File: config.mk
export PLATFORM = sky130hd
export DESIGN_NAME = ocu_top
export DESIGN_NICKNAME = d
export VERILOG_FILES = /design/src/rtl/ocu_pkg.sv /design/src/rtl/ocu_cmp_reg.sv /design/src/rtl/ocu_match.sv /design/src/rtl/ocu_wave.sv /design/src/rtl/ocu_top.sv
export SDC_FILE = /design/constraint.sdc
export NUM_CORES = 1
export LEC_CHECK = 0
export ABC_AREA = 1
export BUFFER_PORTS_ARGS = -buffer_cell sky130_fd_sc_hd__buf_2
export CAP_MARGIN = 20
export CORE_MARGIN = 4
export CORE_UTILIZATION = 55
export CTS_BUF_LIST = sky130_fd_sc_hd__clkbuf_2 sky130_fd_sc_hd__clkbuf_4 sky130_fd_sc_hd__clkbuf_8
export DETAILED_ROUTE_END_ITERATION = 7
export GPL_TIMING_DRIVEN = 0
export PLACE_DENSITY_LB_ADDON = 0.25
export SLEW_MARGIN = 40
export SYNTH_ARGS = -nofsm -noshare
export SYNTH_HDL_FRONTEND = slang
export SYNTH_HIERARCHICAL = 1
export SYNTH_SLANG_ARGS = --single-unit
File: constraint.sdc
create_clock -name clk -period 2.2 [get_ports clk]
set_clock_uncertainty 0.1 [all_clocks]
set_input_delay 0.44 -clock clk [delete_from_list [all_inputs] [get_ports clk]]
set_output_delay 0.44 -clock clk [all_outputs]
set_load 0.01 [all_outputs]
File: src/rtl/ocu_pkg.sv
package ocu_pkg;

  typedef enum logic [1:0] {
    WG_NORMAL = 2'b00,
    WG_PHASE  = 2'b01,
    WG_CTC    = 2'b10,
    WG_FAST   = 2'b11
  } wg_mode_e;

  typedef enum logic [1:0] {
    ACT_NONE   = 2'b00,
    ACT_TOGGLE = 2'b01,
    ACT_CLEAR  = 2'b10,
    ACT_SET    = 2'b11
  } act_e;

  // Buffered (PWM) modes have the low mode bit set.
  function automatic logic mode_is_pwm(wg_mode_e m);
    return m[0];
  endfunction

  // Non-PWM output action applied to the current level.
  function automatic logic direct_action(act_e a, logic cur);
    logic r;
    case (a)
      ACT_TOGGLE: r = ~cur;
      ACT_CLEAR:  r = 1'b0;
      ACT_SET:    r = 1'b1;
      default:    r = cur;
    endcase
    return r;
  endfunction

  // PWM action is active only for the two upper action codes.
  function automatic logic pwm_connected(act_e a);
    return a[1];
  endfunction

  // Level driven on a PWM match: non-inverting clears when counting up,
  // the inverting code and the down-count both flip it.
  function automatic logic pwm_match_level(act_e a, logic down);
    return a[0] ^ down;
  endfunction

endpackage

File: src/rtl/ocu_cmp_reg.sv
module ocu_cmp_reg
  import ocu_pkg::*;
#(
  parameter int W = 8
) (
  input  logic         clk,
  input  logic         rst_n,
  input  logic         pwm,
  input  logic         wr,
  input  logic [W-1:0] wdata,
  input  logic         load_ev,
  output logic [W-1:0] active
);

  logic [W-1:0] buf_q;
  logic [W-1:0] act_q;

  always_ff @(posedge clk) begin
    if (!rst_n) begin
      buf_q <= '0;
      act_q <= '0;
    end else begin
      if (wr) buf_q <= wdata;
      if (wr && !pwm) act_q <= wdata;
      else if (load_ev) act_q <= buf_q;
    end
  end

  assign active = act_q;

endmodule

File: src/rtl/ocu_match.sv
module ocu_match #(
  parameter int W = 8
) (
  input  logic         clk,
  input  logic         rst_n,
  input  logic         tick_en,
  input  logic         cnt_wr,
  input  logic [W-1:0] cnt,
  input  logic [W-1:0] cmp,
  output logic         match_ev,
  output logic         blk_q
);

  function automatic logic hit(logic [W-1:0] a, logic [W-1:0] b);
    return a == b;
  endfunction

  logic blk_r;

  always_ff @(posedge clk) begin
    if (!rst_n) blk_r <= 1'b0;
    else if (cnt_wr) blk_r <= 1'b1;
    else if (tick_en) blk_r <= 1'b0;
  end

  assign blk_q    = blk_r;
  assign match_ev = tick_en && !blk_r && hit(cnt, cmp);

endmodule

File: src/rtl/ocu_wave.sv
module ocu_wave
  import ocu_pkg::*;
(
  input  logic     clk,
  input  logic     rst_n,
  input  wg_mode_e mode,
  input  act_e     act,
  input  logic     match_ev,
  input  logic     force_ev,
  input  logic     bottom_ev,
  input  logic     cnt_down,
  output logic     pin
);

  logic pin_q;
  logic pin_d;

  always_comb begin
    pin_d = pin_q;
    case (mode)
      WG_NORMAL, WG_CTC: begin
        if (match_ev || force_ev) pin_d = direct_action(act, pin_q);
      end
      WG_FAST: begin
        if (pwm_connected(act)) begin
          if (match_ev)       pin_d = pwm_match_level(act, 1'b0);
          else if (bottom_ev) pin_d = ~pwm_match_level(act, 1'b0);
        end
      end
      default: begin
        if (pwm_connected(act) && match_ev) pin_d = pwm_match_level(act, cnt_down);
      end
    endcase
  end

  always_ff @(posedge clk) begin
    if (!rst_n) pin_q <= 1'b0;
    else        pin_q <= pin_d;
  end

  assign pin = pin_q;

endmodule

File: src/rtl/ocu_top.sv
module ocu_top
  import ocu_pkg::*;
#(
  parameter int W = 8
) (
  input  logic         clk,
  input  logic         rst_n,
  input  logic         tick_en,
  input  logic [W-1:0] cnt,
  input  logic         cnt_down,
  input  logic         at_top,
  input  logic         at_bottom,
  input  logic         ocr_wr,
  input  logic [W-1:0] ocr_data,
  input  logic         cnt_wr,
  input  logic         cfg_wr,
  input  logic [1:0]   cfg_mode,
  input  logic [1:0]   cfg_act,
  input  logic         force_cmp,
  output logic         pin,
  output logic         match_flag,
  output logic         clr_timer,
  output logic [W-1:0] cmp_val
);

  wg_mode_e mode_q;
  act_e     act_q;

  // Named internal events, also used by the bound checker.
  logic pwm;
  logic load_ev;
  logic match_ev;
  logic force_ev;
  logic bottom_ev;
  logic blk_q;
  logic flag_q;
  logic clr_q;

  always_ff @(posedge clk) begin
    if (!rst_n) begin
      mode_q <= WG_NORMAL;
      act_q  <= ACT_NONE;
    end else if (cfg_wr) begin
      mode_q <= wg_mode_e'(cfg_mode);
      act_q  <= act_e'(cfg_act);
    end
  end

  assign pwm       = mode_is_pwm(mode_q);
  assign bottom_ev = tick_en && at_bottom && (mode_q == WG_FAST);
  assign load_ev   = tick_en && (((mode_q == WG_FAST) && at_bottom) ||
                                 ((mode_q == WG_PHASE) && at_top));
  assign force_ev  = force_cmp && !pwm;

  ocu_cmp_reg #(.W(W)) u_cmp (
    .clk     (clk),
    .rst_n   (rst_n),
    .pwm     (pwm),
    .wr      (ocr_wr),
    .wdata   (ocr_data),
    .load_ev (load_ev),
    .active  (cmp_val)
  );

  ocu_match #(.W(W)) u_match (
    .clk      (clk),
    .rst_n    (rst_n),
    .tick_en  (tick_en),
    .cnt_wr   (cnt_wr),
    .cnt      (cnt),
    .cmp      (cmp_val),
    .match_ev (match_ev),
    .blk_q    (blk_q)
  );

  ocu_wave u_wave (
    .clk       (clk),
    .rst_n     (rst_n),
    .mode      (mode_q),
    .act       (act_q),
    .match_ev  (match_ev),
    .force_ev  (force_ev),
    .bottom_ev (bottom_ev),
    .cnt_down  (cnt_down),
    .pin       (pin)
  );

  always_ff @(posedge clk) begin
    if (!rst_n) begin
      flag_q <= 1'b0;
      clr_q  <= 1'b0;
    end else begin
      flag_q <= match_ev;
      clr_q  <= match_ev && (mode_q == WG_CTC);
    end
  end

  assign match_flag = flag_q;
  assign clr_timer  = clr_q;

endmodule

==> impl.org <==
** Synthesis
- The synthesized design contains 24 register bits.
- Synthesis produced a netlist whose cell count is 213.
- The share of the Yosys chip area taken by registers is 0.3661.
- During synthesis, Yosys emitted a total of 6 warnings.
- The synthesized netlist occupies a cell area of approximately 0.0013 sq mm.
- When the netlist entered floorplanning its net count stood at about 240.
- Distinct cells, synth :: 20
- Mean instance size in the synthesized netlist :: 6.162 sq um

** Status
- The flow ran to the end, and the final reports show no timing, DRC or antenna violations.

** Place
- DP Area :: 0.001543 sq mm
- Final weighted congestion of routability-driven global placement :: 0.8089
- Number of port buffers :: 39
- The number of placed instances, taps included, is 280.
- Minimum setup slack after placement :: 0.3203 ns
- Detail Placement HPWL :: around 2200 um

** Timing
- In the post-route analysis, the smallest setup slack over all paths is ~0.5 ns.
- The final-report hold violation count was 0.
- On the final layout, the worst hold slack is 0.2342 ns.
- RSZ-0062 raised after global routing :: no
- Count of endpoints failing setup in the final report :: 0
- Slew at the pin with the worst max-slew slack :: just over 0.4 ns
- For this run, the top clock speed supported by timing is 0.5887 GHz.
- After routing, the total negative slack on setup checks comes to 0 ns.
- Minimum period implied by the final worst setup slack :: 1.699 ns
- Post-route clock period utilization :: 0.7722
- The total count of max-transition violations in the final report was 0.
- In this run the tightest slew margin relative to its limit is 0.7236.

** GRT
- The number of global-route vias before repair was roughly 1.2k.
- Entering global routing, the biggest net connects 17 pins.
- The first global-routing pass estimated slightly above 5000 um of wire.
- Antenna violations before repair :: 0
- Total routing usage reported by global routing :: 0.1944
- Summed over all layers, the global routing overflow is 0.

** Route
- WL final :: between 2000 and 3000 um
- After detailed routing, the average wire length per cell comes to roughly 10 um.
- After detailed routing, the number of remaining DRC violations is 0.
- Vias post-DR :: roughly 1.4k
- Before antenna repair, the detailed router went through 4 iterations.
- Using the TritonRoute via totals, the vias-per-cell ratio works out to just under 5.
- Number of DRC violations after detailed-routing iteration 0 :: about 70
- In this run the remaining antenna-violating nets after routing total 0.

** Final layout
- From synthesis to final layout, the design area changed by 20.30%.
- Excluding fillers, the count of instances in the completed layout stands at roughly 280.
- After the last flow step, the layout net total stands at about 290.
- With fillers left out, the area of the finished cells amounts to about 0.0016 sq mm.
- Fraction of final layout cells with drive strength greater than 1 :: 0.2266
- The number of antenna diodes in the final layout is 0.
- Once layout is complete, the utilization of the core stands at 0.7070.

** Power and ir drop
- Combinational share of power :: 0.201
- P_int :: about 0.65 mW
- Proportion of power drawn by the clock network :: 0.257
- Final total power :: between 0.9 and 1 mW
- Of the total power, registers draw 0.542.
- Pwr Density :: 574.7 mW/mm^2
- Summed over all nets, the switching power comes to roughly 0.26 mW.
- Switching Fraction :: 0.2890
- For this design the static power due to leakage is 0.8863 nW.
- Across the VDD grid, the largest voltage drop is around 560 uV.

** Worst setup path
- For the worst setup path, the data arrival time is ~1.8 ns.
- Of all nets on the critical path, the largest fanout is 5.
- The largest individual stage delay along the critical path comes from the cell sky130_fd_sc_hd__dfxtp_1.
- Critical Path Start Type :: flop
- The worst setup path is captured at a flop.
- The worst setup path is of the reg -> reg kind.
- CP max stage delay :: between 0.4 and 0.5 ns
- Req. time, crit path :: around 2.3 ns
- Worst path cell trace :: inv_1 -> nand2_1 -> nand2_1 -> nor2_1 -> nand3_1 -> nor2_1 -> inv_1 -> nand2_1 -> nand3_1 -> nand2_1 -> nand2_1 -> nor2_1 -> nor2_1
- The most numerous cell type found on the critical path is sky130_fd_sc_hd__nand2_1.

** Floorplanning
- Horizontal die dimension :: approximately 57 um
- After floorplanning, the core was sized to cover about 0.0022 sq mm.
- Initial cell density of the core :: 0.5877
- Row count :: 17
- From bottom edge to top edge, the die measures between 50 and 60 um.
- I/O pin cnt :: 41
- DIE AREA :: 0.003232 sq mm

** CTS
- Buffers added to address setup during post-CTS repair amount to 0.
- TritonCTS clock tree :: done
- Buffers inserted to repair hold after CTS numbered 0.
- Clock tree synthesis inserted a total of 3 buffers.
- The number of gates resized after CTS was 0.
- Max Root-Sink Buffers :: 2
- Root buffer selected by CTS :: sky130_fd_sc_hd__clkbuf_4
- Clock-pin slew was measured on the worst setup and hold paths at between 0.1 and 0.15 ns.
- The clock net in this run drives a total of 24 sinks.
- H-tree depth :: 1
- Clock latency on the worst-skew pair :: approximately 0.31 ns

** Run
- Max-cap violations in this run came to 0.

** Hold path
- Worst hold path type :: in -> reg
==> cells in the mapped netlist <==
cell type | n | area, sq um
sky130_fd_sc_hd__a21oi_1 | 11 | 55.05
sky130_fd_sc_hd__a21oi_2 | 1 | 8.760
sky130_fd_sc_hd__buf_2 | 1 | 5.000
sky130_fd_sc_hd__buf_4 | 1 | 7.510
sky130_fd_sc_hd__buf_6 | 2 | 22.52
sky130_fd_sc_hd__dfxtp_1 | 24 | 480.5
sky130_fd_sc_hd__ha_1 | 1 | 12.51
sky130_fd_sc_hd__inv_1 | 34 | 127.6
sky130_fd_sc_hd__inv_2 | 4 | 15.01
sky130_fd_sc_hd__nand2_1 | 61 | 229.0
sky130_fd_sc_hd__nand2_2 | 1 | 6.260
sky130_fd_sc_hd__nand2_4 | 1 | 11.26
sky130_fd_sc_hd__nand3_1 | 15 | 75.07
sky130_fd_sc_hd__nor2_1 | 36 | 135.1
sky130_fd_sc_hd__nor2_2 | 3 | 18.77
sky130_fd_sc_hd__nor3_2 | 1 | 10.01
sky130_fd_sc_hd__o21ai_0 | 7 | 35.03
sky130_fd_sc_hd__o21ai_1 | 5 | 25.02
sky130_fd_sc_hd__or2_0 | 1 | 6.260
sky130_fd_sc_hd__xnor2_1 | 3 | 26.28
==> path summary, 6_finish.rpt <==
kind                    from             end  slack, ns  cells past startpoint
max          u_cmp/active[1]      u_wave/pin       0.50                     13
min                   cnt_wr   u_match/blk_q       0.23                      3
max reg2reg  u_cmp/active[1]      u_wave/pin       0.50                     13
min reg2reg   u_cmp/buf_q[2]  u_cmp/buf_q[2]       0.42                      2
==> cell usage in the layout, fill, tap and decap left out, drive strengths merged <==
master | netlist | routed
nor2 | 39 | 39
a21oi | 12 | 12
or2 | 1 | 1
nand2 | 63 | 63
ha | 1 | 1
nand3 | 15 | 15
inv | 38 | 38
dfxtp | 24 | 24
buf | 4 | 43
o21ai | 12 | 12
xnor2 | 3 | 3
clkbuf | 0 | 4
nor3 | 1 | 1
==> state kept, by name, indices dropped and copies added (netlist names) <==
| register | flops |
|---|---|
| u_cmp/active | 8 |
| u_cmp/buf_q | 8 |
| act_q | 2 |
| mode_q | 2 |
| clr_timer | 1 |
| match_flag | 1 |
| u_match/blk_q | 1 |
| u_wave/pin | 1 |
==> cell type report <==
cell class,instances,area [sq um]
clock buffer,4,36.28
fill,224,654.4
multi-input combinational,147,654.4
tap,28,35.03
sequential,24,480.5
buffer,4,35.03
timing repair buffer,39,195.2
inverter,38,142.6
==> per-layer routing <==
metal / vias to the layer above / track usage / part of all wire
met4: 0 / 0.07285 / 0.013
li1: 726 / - / -
met3: 4 / 0.02299 / 0.072
met5: - / 0 / 0
met1: 601 / 0.2653 / 0.45
met2: 51 / 0.3119 / 0.46
==> worst max-delay path: cells and delay by family, from the launching register on <==
| family | cells | cell delay, ns |
|---|---|---|
| flops | 1 | 0.41 |
| buf+inv | 2 | 0.15 |
| simple gates | 11 | 0.98 |
==> kinds of logic (layout without fill, tap and decap cells) <==
logic type | Yosys count | in the layout | share of synthesized area
compound gates | 24 | 24 | 0.09437
simple gates | 119 | 119 | 0.3746
flops | 24 | 24 | 0.3661
xor+xnor | 3 | 3 | 0.02002
fa+ha+maj | 1 | 1 | 0.009531
buf+inv | 42 | 85 | 0.1354
==> power groups by stage <==
| stage | clock network (mW) | logic [mW] | registers, mW |
|---|---|---|---|
| 6_report | 0.233 | 0.182 | 0.492 |
| 5_1_grt | 0.258 | 0.210 | 0.497 |
| 4_1_cts | 0.245 | 0.182 | 0.492 |
| 3_5_place_dp | 0 | 0.181 | 0.502 |
| 3_3_place_gp | 0 | 0.177 | 0.500 |
| 2_1_floorplan | 0 | 0.112 | 0.501 |
Power figures use the tool's default switching activity.
